--- src/rtl/tlb_pkg.sv ---
package tlb_pkg;
    localparam int VA_W  = 32;
    localparam int PA_W  = 32;
    localparam int OFF_W = 12;
    localparam int VPN_W = VA_W - OFF_W;
    localparam int PFN_W = PA_W - OFF_W;

    typedef logic [VPN_W-1:0] vpn_t;
    typedef logic [PFN_W-1:0] pfn_t;
    typedef logic [OFF_W-1:0] off_t;

    typedef struct packed {
        logic valid;
        vpn_t vpn;
        pfn_t pfn;
    } tlb_entry_t;

    typedef struct packed {
        logic             valid;
        logic             hit;
        logic             miss;
        pfn_t             pfn;
        logic [PA_W-1:0]  paddr;
    } tlb_rsp_t;

    function automatic logic [PA_W-1:0] join_addr(pfn_t f, off_t o);
        return {f, o};
    endfunction

    function automatic vpn_t page_of(logic [VA_W-1:0] va);
        return va[VA_W-1:OFF_W];
    endfunction

    function automatic off_t offset_of(logic [VA_W-1:0] va);
        return va[OFF_W-1:0];
    endfunction
endpackage

--- src/rtl/tlb_match.sv ---
module tlb_match
    import tlb_pkg::*;
#(
    parameter int ENTRIES = 16,
    localparam int IDX_W  = $clog2(ENTRIES)
)(
    input  tlb_entry_t [ENTRIES-1:0] ents,
    input  vpn_t                     key,
    output logic [ENTRIES-1:0]       hit_vec,
    output logic                     any_hit,
    output logic [IDX_W-1:0]         hit_idx,
    output pfn_t                     hit_pfn
);
    // One comparator per entry, all evaluated together
    for (genvar g = 0; g < ENTRIES; g++) begin : g_cmp
        assign hit_vec[g] = ents[g].valid && (ents[g].vpn == key);
    end

    assign any_hit = |hit_vec;

    // Single-match guaranteed by refill policy, so an OR-mux suffices
    always_comb begin
        hit_idx = '0;
        hit_pfn = '0;
        for (int i = 0; i < ENTRIES; i++) begin
            if (hit_vec[i]) begin
                hit_idx = hit_idx | IDX_W'(i);
                hit_pfn = hit_pfn | ents[i].pfn;
            end
        end
    end
endmodule

--- src/rtl/tlb_victim.sv ---
module tlb_victim
    import tlb_pkg::*;
#(
    parameter int ENTRIES = 16,
    localparam int IDX_W  = $clog2(ENTRIES)
)(
    input  logic               clk,
    input  logic               rst,
    input  logic               flush,
    input  logic [ENTRIES-1:0] valid_vec,
    input  logic               alloc,
    output logic [IDX_W-1:0]   victim
);
    logic [IDX_W-1:0] rr_ptr;
    logic [IDX_W-1:0] free_idx;
    logic             any_free;

    always_comb begin
        free_idx = '0;
        any_free = 1'b0;
        for (int i = ENTRIES - 1; i >= 0; i--) begin
            if (!valid_vec[i]) begin
                free_idx = IDX_W'(i);
                any_free = 1'b1;
            end
        end
    end

    assign victim = any_free ? free_idx : rr_ptr;

    always_ff @(posedge clk) begin
        if (rst || flush) begin
            rr_ptr <= '0;
        end else if (alloc && !any_free) begin
            if (rr_ptr == IDX_W'(ENTRIES - 1))
                rr_ptr <= '0;
            else
                rr_ptr <= rr_ptr + 1'b1;
        end
    end
endmodule

--- src/rtl/tlb_store.sv ---
module tlb_store
    import tlb_pkg::*;
#(
    parameter int ENTRIES = 16,
    localparam int IDX_W  = $clog2(ENTRIES)
)(
    input  logic                     clk,
    input  logic                     rst,
    input  logic                     flush,
    input  logic                     wr_en,
    input  logic [IDX_W-1:0]         wr_idx,
    input  vpn_t                     wr_vpn,
    input  pfn_t                     wr_pfn,
    output tlb_entry_t [ENTRIES-1:0] ents,
    output logic [ENTRIES-1:0]       valid_vec
);
    for (genvar g = 0; g < ENTRIES; g++) begin : g_ent
        always_ff @(posedge clk) begin
            if (rst || flush) begin
                ents[g] <= '0;
            end else if (wr_en && wr_idx == IDX_W'(g)) begin
                ents[g].valid <= 1'b1;
                ents[g].vpn   <= wr_vpn;
                ents[g].pfn   <= wr_pfn;
            end
        end
        assign valid_vec[g] = ents[g].valid;
    end
endmodule

--- src/rtl/tlb_cache.sv ---
module tlb_cache
    import tlb_pkg::*;
#(
    parameter int ENTRIES = 16,
    localparam int IDX_W  = $clog2(ENTRIES)
)(
    input  logic             clk,
    input  logic             rst,
    input  logic             lk_req,
    input  logic [VA_W-1:0]  lk_vaddr,
    input  logic             rf_en,
    input  logic [VPN_W-1:0] rf_vpn,
    input  logic [PFN_W-1:0] rf_pfn,
    input  logic             flush,
    output logic             rsp_valid,
    output logic             rsp_hit,
    output logic             rsp_miss,
    output logic [PFN_W-1:0] rsp_pfn,
    output logic [PA_W-1:0]  rsp_paddr
);
    tlb_entry_t [ENTRIES-1:0] ents;
    logic [ENTRIES-1:0]       valid_vec;

    logic [ENTRIES-1:0] lk_hit_vec;
    logic               lk_any;
    logic [IDX_W-1:0]   lk_idx;
    pfn_t               lk_pfn;

    logic [ENTRIES-1:0] rf_hit_vec;
    logic               rf_any;
    logic [IDX_W-1:0]   rf_idx;
    pfn_t               rf_old_pfn;

    logic [IDX_W-1:0]   victim;
    logic               wr_en;
    logic               alloc;
    logic [IDX_W-1:0]   wr_idx;
    tlb_rsp_t           rsp_q;

    // Lookup comparator bank
    tlb_match #(.ENTRIES(ENTRIES)) u_lk_match (
        .ents    (ents),
        .key     (page_of(lk_vaddr)),
        .hit_vec (lk_hit_vec),
        .any_hit (lk_any),
        .hit_idx (lk_idx),
        .hit_pfn (lk_pfn)
    );

    // Refill comparator bank: finds an existing copy to overwrite
    tlb_match #(.ENTRIES(ENTRIES)) u_rf_match (
        .ents    (ents),
        .key     (rf_vpn),
        .hit_vec (rf_hit_vec),
        .any_hit (rf_any),
        .hit_idx (rf_idx),
        .hit_pfn (rf_old_pfn)
    );

    // Flush has priority over refill
    assign wr_en  = rf_en && !flush;
    assign alloc  = wr_en && !rf_any;
    assign wr_idx = rf_any ? rf_idx : victim;

    tlb_victim #(.ENTRIES(ENTRIES)) u_victim (
        .clk       (clk),
        .rst       (rst),
        .flush     (flush),
        .valid_vec (valid_vec),
        .alloc     (alloc),
        .victim    (victim)
    );

    tlb_store #(.ENTRIES(ENTRIES)) u_store (
        .clk       (clk),
        .rst       (rst),
        .flush     (flush),
        .wr_en     (wr_en),
        .wr_idx    (wr_idx),
        .wr_vpn    (rf_vpn),
        .wr_pfn    (rf_pfn),
        .ents      (ents),
        .valid_vec (valid_vec)
    );

    // Registered response built from pre-update contents
    always_ff @(posedge clk) begin
        if (rst) begin
            rsp_q <= '0;
        end else begin
            rsp_q.valid <= lk_req;
            rsp_q.hit   <= lk_req && lk_any;
            rsp_q.miss  <= lk_req && !lk_any;
            rsp_q.pfn   <= (lk_req && lk_any) ? lk_pfn : '0;
            rsp_q.paddr <= (lk_req && lk_any) ? join_addr(lk_pfn, offset_of(lk_vaddr)) : '0;
        end
    end

    assign rsp_valid = rsp_q.valid;
    assign rsp_hit   = rsp_q.hit;
    assign rsp_miss  = rsp_q.miss;
    assign rsp_pfn   = rsp_q.pfn;
    assign rsp_paddr = rsp_q.paddr;

    logic unused_ok;
    assign unused_ok = ^{lk_idx, rf_old_pfn};
endmodule

--- config.mk ---
export PLATFORM = sky130hd
export DESIGN_NAME = tlb_cache
export DESIGN_NICKNAME = d
export VERILOG_FILES = /design/src/rtl/tlb_pkg.sv /design/src/rtl/tlb_match.sv /design/src/rtl/tlb_victim.sv /design/src/rtl/tlb_store.sv /design/src/rtl/tlb_cache.sv
export SDC_FILE = /design/constraint.sdc
export NUM_CORES = 2
export LEC_CHECK = 0
export CAP_MARGIN = 25
export CORE_ASPECT_RATIO = 1.25
export CORE_UTILIZATION = 35
export DETAILED_ROUTE_END_ITERATION = 10
export GPL_TIMING_DRIVEN = 0
export PLACE_DENSITY = 0.63
export SYNTH_ARGS = -nofsm -noshare
export SYNTH_HDL_FRONTEND = slang
export SYNTH_SLANG_ARGS = --single-unit
--- constraint.sdc ---
create_clock -name clk -period 6.5 [get_ports clk]
set_input_delay 0.65 -clock clk [delete_from_list [all_inputs] [get_ports clk]]
set_output_delay 0.65 -clock clk [all_outputs]
set_load 0.03 [all_outputs]
* After elaboration in Yosys (flattened, before gate mapping)
Cells that the tools add are included.
Widths: inputs -> output; s select.
** Operators by class
- Mux-type cells :: 66
- Equality and inequality tests :: 48
- Add/subtract/negate cells :: 1
- Bitwise logic cells :: 16
- Reductions and logical operators :: 62
** Operators with widths (count)
- $eq 20x20->1 :: 32
- $mux 20 :: 16
- $or 20x20->20 :: 15
- $mux 4 :: 27
- $logic_and 1x1->1 :: 53
- $eq 4x4->1 const B :: 9
- $reduce_or 16->1 :: 2
- $mux 1 :: 17
- $eq 4x3->1 const B :: 4
- $mux 3 :: 4
- $eq 4x2->1 const B :: 2
- $add 4x1->4 const B :: 1
- $eq 4x1->1 const B :: 1
- $logic_not 1->1 :: 4
- $logic_not 4->1 :: 1
- $mux 2 :: 2
- $reduce_or 2->1 :: 1
- $logic_or 1x1->1 :: 1
- $not 1->1 :: 1
** Storage, ports and cells
- Register bits after elaboration :: 715
- Output and inout port bits :: 55
- Input port bits :: 77
- Word-level logic and storage cells :: 247

* Depth between registers and ports, before layout
- Depth in word-level cells :: 33
- Mapped depth :: 14

* By module
A second synthesis with hierarchy kept.
** Second synthesis, totals
- Cells, all modules :: 4405
- Area, all modules :: 39501.6 um2
** Modules (own cells, without submodules)
- tlb_store :: cells each 2237, area each 23532.6 um2, instances 1
- tlb_match :: cells each 1001, area each 7116.8 um2, instances 2
- tlb_cache :: cells each 105, area each 1321.3 um2, instances 1
- tlb_victim :: cells each 61, area each 414.1 um2, instances 1

* Worst setup path before layout
Ideal clock, no wire load.
- Kind :: in2reg
- From :: input lk_vaddr[12]
- To :: register rsp_q, in the netlist rsp_pfn[10]
- Slack :: 3231 ps
- Data arrival time :: 3188 ps
- Required time :: 6419 ps
- Buffers on the path :: 4
- Cell stages on the path :: 10
- Setup time :: 81 ps
- Path through :: clkbuf_1 -> buf_1 -> xor2_1 -> nor4_1 -> nand4_1 -> nor4_1 -> clkbuf_1 -> clkbuf_1 -> a221oi_1 -> a41oi_1
** On the way
- Cells in the longest elaborated chain, start to end :: 33
** Ends and longest elaborated chain
- start: declaration :: line tlb_cache.sv:10 : input logic [VA_W-1:0] lk_vaddr,
- $eq 20x20->1 :: line tlb_match.sv:16 : assign hit_vec[g] = ents[g].valid && (ents[g].vpn == key);
- $logic_and 1x1->1 :: line tlb_match.sv:16
- $mux 20 :: line tlb_match.sv:26 : if (hit_vec[i]) begin
- $or 20x20->20 :: line tlb_match.sv:28 : hit_pfn = hit_pfn | ents[i].pfn;
- $mux 20 :: line tlb_match.sv:26
- $or 20x20->20 :: line tlb_match.sv:28
- $mux 20 :: line tlb_match.sv:26
- $or 20x20->20 :: line tlb_match.sv:28
- [17 not listed]
- $or 20x20->20 :: line tlb_match.sv:28
- $mux 20 :: line tlb_match.sv:26
- $or 20x20->20 :: line tlb_match.sv:28
- $mux 20 :: line tlb_match.sv:26
- $or 20x20->20 :: line tlb_match.sv:28
- $mux 20 :: line tlb_match.sv:26
- $or 20x20->20 :: line tlb_match.sv:28
- $mux 20 :: line tlb_match.sv:26
- end: declaration :: line tlb_cache.sv:38 : tlb_rsp_t rsp_q;
Several ways; a longest one is shown, not always the timed one.
A chain may end at the register's enable or synchronous reset.

* Worst setup path in the final report
- From :: input lk_vaddr[22]
- To :: register rsp_q, in the netlist rsp_pfn[18]
The elaborated chain is that of the path after synthesis.

==> metrics.txt <==
largest family of logic cells by synthesized area multiplexers; routability congestion estimate about 1.0; Post-Layout Cell Count about 5200; Top-Level Pins 132; Register-to-Register Path Depth 9; mux cell area share after synthesis 0.188; WL final approximately 150000 um; Routed Antenna Nets 0; register area 13900 sq um; Avg Cell Area, Syn between 9 and 10 sq um; Placed Cells 5051; CP Class input port to flop; flops & latches, synth a little under 700; Clk Latency, worst-skew pair about 690 ps; clock root buffer clkbuf_16; fin util 0.414; Layout area overhead 17.1%; Die Width 283 um; number of max-cap violations 0; Post-Syn Area between 30000 and 40000 sq um; Hold Path Stages 2; die area 99900 sq um; Worst-path clk slew approximately 60 ps; Synth Flop Type dfxtp_1; final worst setup slack between 1000 and 1500 ps; hpwl dp ~110000 um; asr flop ratio synth 0; fin area between 40000 and 50000 sq um; layout cells sized above 1 0.0878; H-tree depth 3; Synth Area in Compound Gates 0.0565; footprint of the multi-input gates around 19000 sq um; Distinct cells, synth 54; largest net degree at the start of global routing 16; class of the worst hold path flop to flop; dpl cell area ~38000 sq um; initial cell density of the core 0.354; gr ovfl total 0; antenna violations before repair 4; Slew HR 0.202; syn_nets 3700; register area share after synthesis 0.403; Nets 3918; arrival time worst endpoint between 5000 and 6000 ps; power per cell area around 240 nW/um^2; PostCTS Resize Cnt 0; Max Clock Freq roughly 180 MHz; EDFF count, synth 0; 1st-pass router iterations 6; core area slightly below 100000 sq um; Post-Synthesis Cells about 3600; Critical Path RT roughly 7000 ps; number of synthesis warnings 0; Fill cells roughly 9600; RSZ-0062 raised after global routing false; drt drc 0; Total Routing Usage GR 0.297; I/O Buffers approximately 90; leakage power approximately 18 nW; xor/xnor share of the synthesized area 0.162; Die H between 300 and 400 um; Max Root-Sink Buffers 3; vias in the first global route between 20000 and 30000; TNS Setup 0 ps; status finished, final reports clean; post-synthesis adder-cell area fraction 0.000362; first-pass GRT wire length 214000 um; drt initial violations 3843; Final period util 0.840; final hold violation count 0; FP Rows 128; routed len/inst approximately 29 um; pre-CTS setup slack approximately 530 ps; CP startpoint kind input port; total power approximately 10 mW; hold_buf cts 0; clk sinks 695; peak supply drop roughly 0.19 mV; CTS tree built; Least-Margin Pin Slew 1200 ps; crit path capture type flop; Vias/cell ~5.8; Setup Skew just under 60 ps; post-layout minimum cycle time ~5500 ps; postcts setup bufs 0; Fin Hold WS approximately 460 ps; crit path max fanout 10; CTS Buf Count 75; Setup violations, final 0; simple-gate area share of the yosys netlist 0.142; routed vias roughly 30000; Final Max Slew Viols 0
## sequential cells by signal, indices dropped and copies added, names as in the netlist
signal,count
u_store.ents,656
rsp_pfn,20
rsp_paddr,12
u_victim.rr_ptr,4
rsp_hit,1
rsp_miss,1
rsp_valid,1
## report_power, final
part / leakage (nW) / total [mW] / internal [mW] / switching (mW)
logic: 11.1 / 0.799 / 0.225 / 0.574
clock network: 1.28 / 4.64 / 2.64 / 2.00
registers: 5.60 / 4.27 / 4.26 / 0.00725
total: 18.0 / 9.71 / 7.13 / 2.58
## kinds of logic after synthesis
family / Yosys count
xor+xnor: 638
buf+inv: 341
fa+ha+maj: 1
flops: 695
mux: 645
simple gates: 1068
compound gates: 234
## area by class of cell
cell class	instances	share of cell area
Inverter	21	0.00195
Buffer	320	0.0398
Tap cell	1300	0.0402
Antenna cell	1	0.0000619
Sequential cell	695	0.344
Timing Repair Buffer	141	0.0404
Multi-Input combinational cell	2586	0.469
Clock buffer	94	0.0509
Clock inverter	40	0.0132
## Yosys cell counts (all sizes together), types with 6 or more instances
cell type    n  area (sq um)
a21oi       19          95.1
a221oi      81           709
a22o        80           701
a41oi       20           175
and3        18           113
buf        137           918
clkbuf     183           687
dfxtp      695         13900
inv         21          78.8
mux2i      643          6460
nand2      696          2610
nand3       52           315
nand4      114           719
nor2        18          67.6
nor3        23           120
nor3b        6          45.0
nor4       113           707
or2          8          50.1
or4          6          45.0
xnor2      290          2540
xor2       348          3050
## worst paths after layout
| path | startpoint | endpoint | slack, ps |
|---|---|---|---|
| setup reg to reg | u_store.ents[227]$_SDFFE_PP0P_ | rsp_pfn[18]$_SDFF_PP0_ | 2020 |
| hold reg to reg | u_store.ents[452]$_SDFFE_PP0P_ | u_store.ents[452]$_SDFFE_PP0P_ | 460 |
| hold / removal | u_store.ents[452]$_SDFFE_PP0P_ | u_store.ents[452]$_SDFFE_PP0P_ | 460 |
| setup / recovery | lk_vaddr[22] | rsp_pfn[18]$_SDFF_PP0_ | 1040 |
## cell usage in the layout (no fill, tap or decap), types with 11 or more instances in the layout
cell type and instances:
dfxtp_1 695, nor2_1 18, and3_1 18, xnor2_1 290
buf_6 13, a22o_1 80, buf_4 77, nand2_1 696
clkinv_2 16, clkbuf_16 75, nand4_1 113, nor4_1 109
mux2i_1 641, a41oi_1 20, buf_2 52, a21oi_1 19
a221oi_1 81, xor2_1 348, inv_1 21, clkdlybuf4s50_1 91
clkbuf_8 11, nand3_1 41, nand3_2 11, nor3_1 22
buf_8 35, clkbuf_1 189
## worst max-delay path: stages
cell and delay, ps:
clkbuf_1 680, clkbuf_1 540, buf_8 270, xor2_1 90, nor4_1 310, nand4_1 190, nor4_1 970, nor4_1 200
nand4_1 410, nand2_1 450, clkbuf_1 530, a41oi_1 630
## metal layers
layer | vias to the layer above | wire (um) | GRT usage
met3 | 713 | 16300 | 0.0689
met2 | 2104 | 65600 | 0.456
li1 | 12934 | - | -
met5 | - | 17 | 0
met4 | 4 | 14600 | 0.242
met1 | 14607 | 56700 | 0.354
No activity file was read; power rests on OpenSTA's default activity.
